==> src/rtl/pwr_mode_pkg.sv <==
`timescale 1ns/1ps
package pwr_mode_pkg;
  localparam int MODE_W     = 4;
  localparam int B_CPUOFF   = 0;
  localparam int B_OSCOFF   = 1;
  localparam int B_GENOFF   = 2;
  localparam int B_PERIOFF  = 3;

  typedef logic [MODE_W-1:0] mode_t;

  // bits kept on interrupt entry: only the fast generator control survives
  localparam mode_t ENTRY_KEEP = mode_t'(1) << B_GENOFF;

  typedef struct packed {
    logic dco;
    logic smclk;
    logic aclk;
  } clk_en_t;

  function automatic clk_en_t decode_enables(mode_t m);
    clk_en_t e;
    e.dco   = !(m[B_GENOFF] && m[B_CPUOFF]);
    e.smclk = !m[B_PERIOFF];
    e.aclk  = !m[B_OSCOFF];
    return e;
  endfunction
endpackage

==> src/rtl/pwr_rst_sync.sv <==
`timescale 1ns/1ps
module pwr_rst_sync #(
  parameter int STAGES = 2
) (
  input  logic clk,
  input  logic rst_n,
  output logic rst_s_n
);
  logic [STAGES-1:0] chain_q;
  logic [STAGES-1:0] chain_d;

  always_comb begin
    chain_d = {chain_q[STAGES-2:0], 1'b1};
  end

  always_ff @(posedge clk or negedge rst_n) begin
    if (!rst_n) chain_q <= '0;
    else        chain_q <= chain_d;
  end

  assign rst_s_n = chain_q[STAGES-1];
endmodule

==> src/rtl/pwr_mode_regs.sv <==
`timescale 1ns/1ps
module pwr_mode_regs
  import pwr_mode_pkg::*;
(
  input  logic  clk,
  input  logic  rst_n,
  input  logic  take,
  input  logic  ret_req,
  input  logic  sw_wr,
  input  mode_t sw_bits,
  input  logic  sav_wr,
  input  mode_t sav_bits,
  output mode_t mode_q,
  output mode_t mode_d,
  output logic  isr_q
);
  mode_t sav_q, sav_d;
  logic  isr_d;

  always_comb begin
    mode_d = mode_q;
    sav_d  = sav_q;
    isr_d  = isr_q;
    if (take) begin
      sav_d  = mode_q;
      mode_d = mode_q & ENTRY_KEEP;
      isr_d  = 1'b1;
    end else if (ret_req && isr_q) begin
      mode_d = sav_wr ? sav_bits : sav_q;
      isr_d  = 1'b0;
    end else begin
      if (sw_wr)            mode_d = sw_bits;
      if (sav_wr && isr_q)  sav_d  = sav_bits;
    end
  end

  always_ff @(posedge clk or negedge rst_n) begin
    if (!rst_n) begin
      mode_q <= '0;
      sav_q  <= '0;
      isr_q  <= 1'b0;
    end else begin
      mode_q <= mode_d;
      sav_q  <= sav_d;
      isr_q  <= isr_d;
    end
  end
endmodule

==> src/rtl/pwr_clk_dec.sv <==
`timescale 1ns/1ps
module pwr_clk_dec
  import pwr_mode_pkg::*;
(
  input  logic  clk,
  input  logic  rst_n,
  input  mode_t mode_d,
  output logic  dco_q,
  output logic  smclk_q,
  output logic  aclk_q
);
  clk_en_t en_d;

  always_comb begin
    en_d = decode_enables(mode_d);
  end

  always_ff @(posedge clk or negedge rst_n) begin
    if (!rst_n) begin
      dco_q   <= 1'b1;
      smclk_q <= 1'b1;
      aclk_q  <= 1'b1;
    end else begin
      dco_q   <= en_d.dco;
      smclk_q <= en_d.smclk;
      aclk_q  <= en_d.aclk;
    end
  end
endmodule

==> src/rtl/pwr_settle.sv <==
`timescale 1ns/1ps
module pwr_settle
  import pwr_mode_pkg::*;
#(
  parameter int CNT_W = 8
) (
  input  logic             clk,
  input  logic             rst_n,
  input  mode_t            mode_q,
  input  mode_t            mode_d,
  input  logic             dco_q,
  input  logic [CNT_W-1:0] settle_len,
  output logic             run_q,
  output logic             wake_q
);
  localparam logic [CNT_W-1:0] ONE = CNT_W'(1);

  logic [CNT_W-1:0] cnt_q, cnt_d;
  logic             run_d, wake_d;
  logic             cold_start;

  always_comb begin
    cold_start = mode_q[B_CPUOFF] && !mode_d[B_CPUOFF] && !dco_q;
    if (cold_start)               cnt_d = settle_len;
    else if (mode_d[B_CPUOFF])    cnt_d = '0;
    else if (cnt_q != '0)         cnt_d = cnt_q - ONE;
    else                          cnt_d = '0;
    run_d  = !mode_d[B_CPUOFF] && (cnt_d == '0);
    wake_d = run_d && !run_q;
  end

  always_ff @(posedge clk or negedge rst_n) begin
    if (!rst_n) begin
      cnt_q  <= '0;
      run_q  <= 1'b1;
      wake_q <= 1'b0;
    end else begin
      cnt_q  <= cnt_d;
      run_q  <= run_d;
      wake_q <= wake_d;
    end
  end
endmodule

==> src/rtl/pwr_cpu_gate.sv <==
`timescale 1ns/1ps
module pwr_cpu_gate (
  input  logic clk,
  input  logic rst_n,
  input  logic run,
  output logic gate_q
);
  // update while the clock is low so the gated clock never sees a runt pulse
  always_ff @(negedge clk or negedge rst_n) begin
    if (!rst_n) gate_q <= 1'b1;
    else        gate_q <= run;
  end
endmodule

==> src/rtl/pwr_mode_ctl.sv <==
`timescale 1ns/1ps
module pwr_mode_ctl
  import pwr_mode_pkg::*;
#(
  parameter int CNT_W       = 8,
  parameter int SYNC_STAGES = 2
) (
  input  logic             clk,
  input  logic             rst_n,
  input  logic [CNT_W-1:0] settle_cycles,
  input  logic             sr_wr,
  input  logic [3:0]       sr_wdata,
  input  logic             irq_accept,
  input  logic             irq_return,
  input  logic             saved_wr,
  input  logic [3:0]       saved_wdata,
  output logic [3:0]       mode_bits,
  output logic             cpu_clk_gate,
  output logic             dco_en,
  output logic             smclk_en,
  output logic             aclk_en,
  output logic             wake
);
  logic  rst_s_n;
  logic  in_isr;
  logic  take;
  mode_t mode_q, mode_d;
  logic  run_q;

  pwr_rst_sync #(.STAGES(SYNC_STAGES)) u_rst (
    .clk(clk), .rst_n(rst_n), .rst_s_n(rst_s_n)
  );

  assign take = irq_accept && !in_isr;

  pwr_mode_regs u_regs (
    .clk(clk), .rst_n(rst_s_n), .take(take), .ret_req(irq_return),
    .sw_wr(sr_wr), .sw_bits(sr_wdata), .sav_wr(saved_wr),
    .sav_bits(saved_wdata), .mode_q(mode_q), .mode_d(mode_d), .isr_q(in_isr)
  );

  pwr_clk_dec u_dec (
    .clk(clk), .rst_n(rst_s_n), .mode_d(mode_d),
    .dco_q(dco_en), .smclk_q(smclk_en), .aclk_q(aclk_en)
  );

  pwr_settle #(.CNT_W(CNT_W)) u_settle (
    .clk(clk), .rst_n(rst_s_n), .mode_q(mode_q), .mode_d(mode_d),
    .dco_q(dco_en), .settle_len(settle_cycles), .run_q(run_q), .wake_q(wake)
  );

  pwr_cpu_gate u_gate (
    .clk(clk), .rst_n(rst_s_n), .run(run_q), .gate_q(cpu_clk_gate)
  );

  assign mode_bits = mode_q;
endmodule

==> config.mk <==
export PLATFORM = sky130hd
export DESIGN_NAME = pwr_mode_ctl
export DESIGN_NICKNAME = d
export VERILOG_FILES = /design/src/rtl/pwr_mode_pkg.sv /design/src/rtl/pwr_rst_sync.sv /design/src/rtl/pwr_mode_regs.sv /design/src/rtl/pwr_clk_dec.sv /design/src/rtl/pwr_settle.sv /design/src/rtl/pwr_cpu_gate.sv /design/src/rtl/pwr_mode_ctl.sv
export SDC_FILE = /design/constraint.sdc
export NUM_CORES = 1
export LEC_CHECK = 0
export CAP_MARGIN = 20
export CORE_MARGIN = 2
export CORE_UTILIZATION = 48
export CTS_CLUSTER_SIZE = 30
export DETAILED_ROUTE_END_ITERATION = 16
export PLACE_DENSITY = 0.78
export SETUP_SLACK_MARGIN = 0.02
export SLEW_MARGIN = 20
export SYNTH_ARGS = -nofsm -noshare
export SYNTH_HDL_FRONTEND = slang
export SYNTH_SLANG_ARGS = --single-unit
==> constraint.sdc <==
create_clock -name clk -period 0.95 [get_ports clk]
set_input_delay 0.095 -clock clk [delete_from_list [all_inputs] [get_ports clk]]
set_output_delay 0.095 -clock clk [all_outputs]
set_load 0.005 [all_outputs]
==> impl_results.rst <==
.. list-table::
   :header-rows: 1

   * - Metric
     - Value
   * - R2R Path Start
     - u_settle.cnt_q[5]$_DFF_PN0_
   * - Crit path time final
     - 1.92 ns
   * - Post-DP Area
     - 0.00188 mm²
   * - DR DRC count
     - 0
   * - Critical path arrival
     - 2.20 ns
   * - Vias after detailed routing
     - 1,300
   * - Kind of path behind the tightest hold check
     - register to asynchronous set/reset pin
   * - Post-placement cell count
     - 208
   * - Pwr per Cell Area
     - 2330 mW/mm²
   * - Average instance area after synthesis
     - 10.4 µm²
   * - PnR Total Power
     - 5.02 mW
   * - Result of the run
     - finished, violations left
   * - Cell at the root of the clock tree
     - clkbuf_4
   * - Congestion Overflow GR
     - 0
   * - Count of boundary I/O pins
     - 31
   * - Number of placement rows
     - 18
   * - Proportion of register bits with asynchronous set or reset after synthesis
     - 100%
   * - Leak pwr
     - 0.977 nW
   * - Worst path required time
     - 1.23 ns
   * - Initial drt markers
     - 42
   * - Clock input transition at the sequential cells of the worst setup and hold paths
     - 0.16 ns
   * - Post-synthesis instance area
     - 0.00127 mm²
   * - Number of buffers created by CTS
     - 3
   * - Aggregate routed wire length
     - 4100 µm
   * - Post-route fraction of the period consumed by the critical path
     - 202%
   * - RSZ-0062 raised after global routing
     - true
   * - Number of antenna-violating nets in the routed design
     - 0
   * - Clock insertion delay at the later pin of the skew report
     - 0.39 ns
   * - Syn Nets
     - 146
   * - Largest vdd supply drop
     - 2140 µV
   * - Vias in the first global route
     - 1,269
   * - Die span in y
     - 55.4 µm
   * - Initial antenna violation count
     - 0
   * - Post-detailed-route wirelength per cell
     - 18.3 µm
   * - Hold Vio Cnt, Final
     - 0
   * - Pre-CTS worst setup slack
     - -0.868 ns
   * - Largest net degree at the start of global routing
     - 23
   * - Sequential element share of the synthesized area
     - 49.8%
   * - Crit-path max FO
     - 4
   * - Final net count
     - 219
   * - Max Cap Violations
     - 0
   * - Worst Slack Setup Final
     - -0.965 ns
   * - P&R area growth vs syn
     - 70.0%
   * - Met3 routing resource usage after global routing
     - 4.22%
   * - Most heavily used metal layer in global routing
     - met2
   * - Max-slew violation count
     - 0
   * - Met2 GRT Util
     - 38.8%
   * - Maximum clock path buffer count
     - 2
   * - Cell at the slowest stage of the critical path
     - or4_4
   * - Total Die Area
     - 0.00307 mm²
   * - Top Family by Delay on Critical Path
     - simple AND/OR/NAND/NOR gates
   * - Core region area
     - 0.00250 mm²
   * - CTS tree
     - done
   * - Crit path buf inv count
     - 0
   * - Launching element type of the critical path
     - register
   * - Routability congestion estimate from global placement
     - 0.841
   * - Initial core utilization
     - 50.8%
   * - H-tree Lvls
     - 1
   * - Global routing met1 resource utilization
     - 31.5%
   * - Post-synthesis sequential element count
     - 25
   * - Stage delay of the slowest cell on the critical path
     - 0.56 ns
   * - Yosys warning count
     - 0
   * - Cell-by-cell trace of the critical path
     - or4_4 > or4b_4 > a31oi_4 > and2_1
   * - Setup TNS
     - -14.44 ns
   * - Core occupancy in the finished layout
     - 86.3%
   * - Summed area of non-filler cells in the final layout
     - 0.00216 mm²
   * - Final setup violation count
     - 31
   * - Die Width
     - 55.4 µm
   * - Number of instances in the synthesized netlist
     - 122
   * - Non-filler instance count after layout
     - 224
   * - Global-route wire length before repair
     - 5750 µm
   * - Clock Skew
     - 0.0532 ns
   * - Number of optimization iterations in the first detailed-route pass
     - 4
   * - Number of diodes
     - 0
   * - Clock tree sinks
     - 25
   * - Fraction of layout instances using a drive strength above 1
     - 49.0%
   * - Max Clk Rate
     - 522 MHz
   * - Violated checks
     - setup timing
   * - Critical Setup Path Class
     - register to register
   * - Number of port buffers
     - 30
   * - Type of element capturing the critical path
     - register
   * - Sum of net half-perimeters after detailed placement
     - 2450 µm
   * - Total track usage
     - 23.8%
   * - Commonest register cell after synthesis
     - dfrtp_1
   * - Worst Hold Margin
     - 0.316 ns
   * - Count of distinct cell types in the synthesized netlist
     - 36
   * - Number of enable flip-flop cells after synthesis
     - 0
   * - DR vias/cell
     - 5.80
   * - Critical path launch point
     - u_settle.cnt_q[5]$_DFF_PN0_
-- placed cells by master (no fill, tap or decap), types with 4 or more instances in the layout --
master            n
or2_4             4
dfstp_2           5
dfrtp_1          19
inv_1             6
clkdlybuf4s50_1  21
buf_6            17
o21ai_1           7
buf_4            26
nand2_1           6
xnor2_1           4
o2bb2ai_2         5
mux2i_1           6
buf_2             6
-- cells in the mapped netlist (all sizes together), types with 2 or more instances --
library cell / instances / area, µm²
xnor2: 4 / 35.0
or4: 3 / 26.3
and2: 2 / 12.5
a21oi: 2 / 10.0
nor4: 3 / 18.8
nor3: 3 / 15.0
a211oi: 2 / 15.0
o21ai: 12 / 60.1
or2: 4 / 25.0
nand2: 9 / 33.8
o2bb2ai: 5 / 43.8
dfrtp: 20 / 500
mux2i: 9 / 90.1
nand2b: 2 / 12.5
ha: 2 / 25.0
clkbuf: 4 / 15.0
inv: 7 / 26.3
mux2: 3 / 33.8
dfstp: 5 / 131
nor2: 6 / 22.5
a31oi: 2 / 18.8
-- registers in the layout (all words and copies together) (netlist names), 2 cells and up --
register        count
u_settle.cnt_q      8
u_regs.sav_q        4
u_regs.mode_q       4
u_rst.chain_q       2
-- worst register-to-register path, delay by kind of cell (launching register included) --
kind            cells  cell delay (ns)
flops               1             0.44
simple gates        3             1.23
compound gates      1             0.17
-- final timing paths --
kind / end / slack, ns / depth (start not counted)
min reg2reg: u_regs.isr_q$_DFFE_PN0P_ / 0.32 / 1
min in group clk: u_settle.cnt_q[1]$_DFF_PN0_ / 0.34 / 2
max in group asynchronous: u_gate.gate_q$_DFF_NN1_ / 0.21 / 0
max reg2reg: u_settle.cnt_q[6]$_DFF_PN0_ / -0.97 / 4
min: u_regs.isr_q$_DFFE_PN0P_ / 0.32 / 1
max: u_settle.cnt_q[6]$_DFF_PN0_ / -0.97 / 4
-- metal layers --
layer | up-vias | wire (µm)
met5 | - | 0
met4 | 0 | 104
met3 | 14 | 220
met2 | 64 | 2050
met1 | 641 | 1720
li1 | 581 | -
-- where the power goes --
group	switching (mW)	total [mW]	internal (mW)
Sequential	0.255	1.65	1.39
Clock	0.370	0.530	0.161
Combinational	1.27	2.85	1.57
-- layout make-up --
cell class | count | area [µm²]
clock buffer | 3 | 22.5
sequential | 25 | 636
timing repair buffer | 72 | 657
multi-input combinational | 86 | 776
clock inverter | 2 | 7.51
inverter | 6 | 22.5
tap | 30 | 37.5
fill | 116 | 342
-- timing repair --
item | CTS | global route
gates resized for setup | 53 | 32
pin swaps | 3 | 10
endpoints found under the setup margin | 31 | 31
hold endpoints to repair | 2 | 0
setup buffers | 7 | 8
hold buffers | 1 | 0
-- kinds of logic (layout without fill, tap and decap cells) --
kind of cell             after synthesis  in the layout  share of synthesized area (%)
AND/OR/NAND/NOR                       39             39                           17.1
AO/OA/AOI/OAI                         28             28                           15.1
flip-flops                            25             25                           49.8
multiplexers                          12             12                           9.75
buffers and inverters                 11             83                           3.25
XOR/XNOR                               4              4                           2.76
adder cells (fa/ha/maj)                2              2                           1.97
other                                  1              1                          0.295
Power figures use the tool's default switching activity.
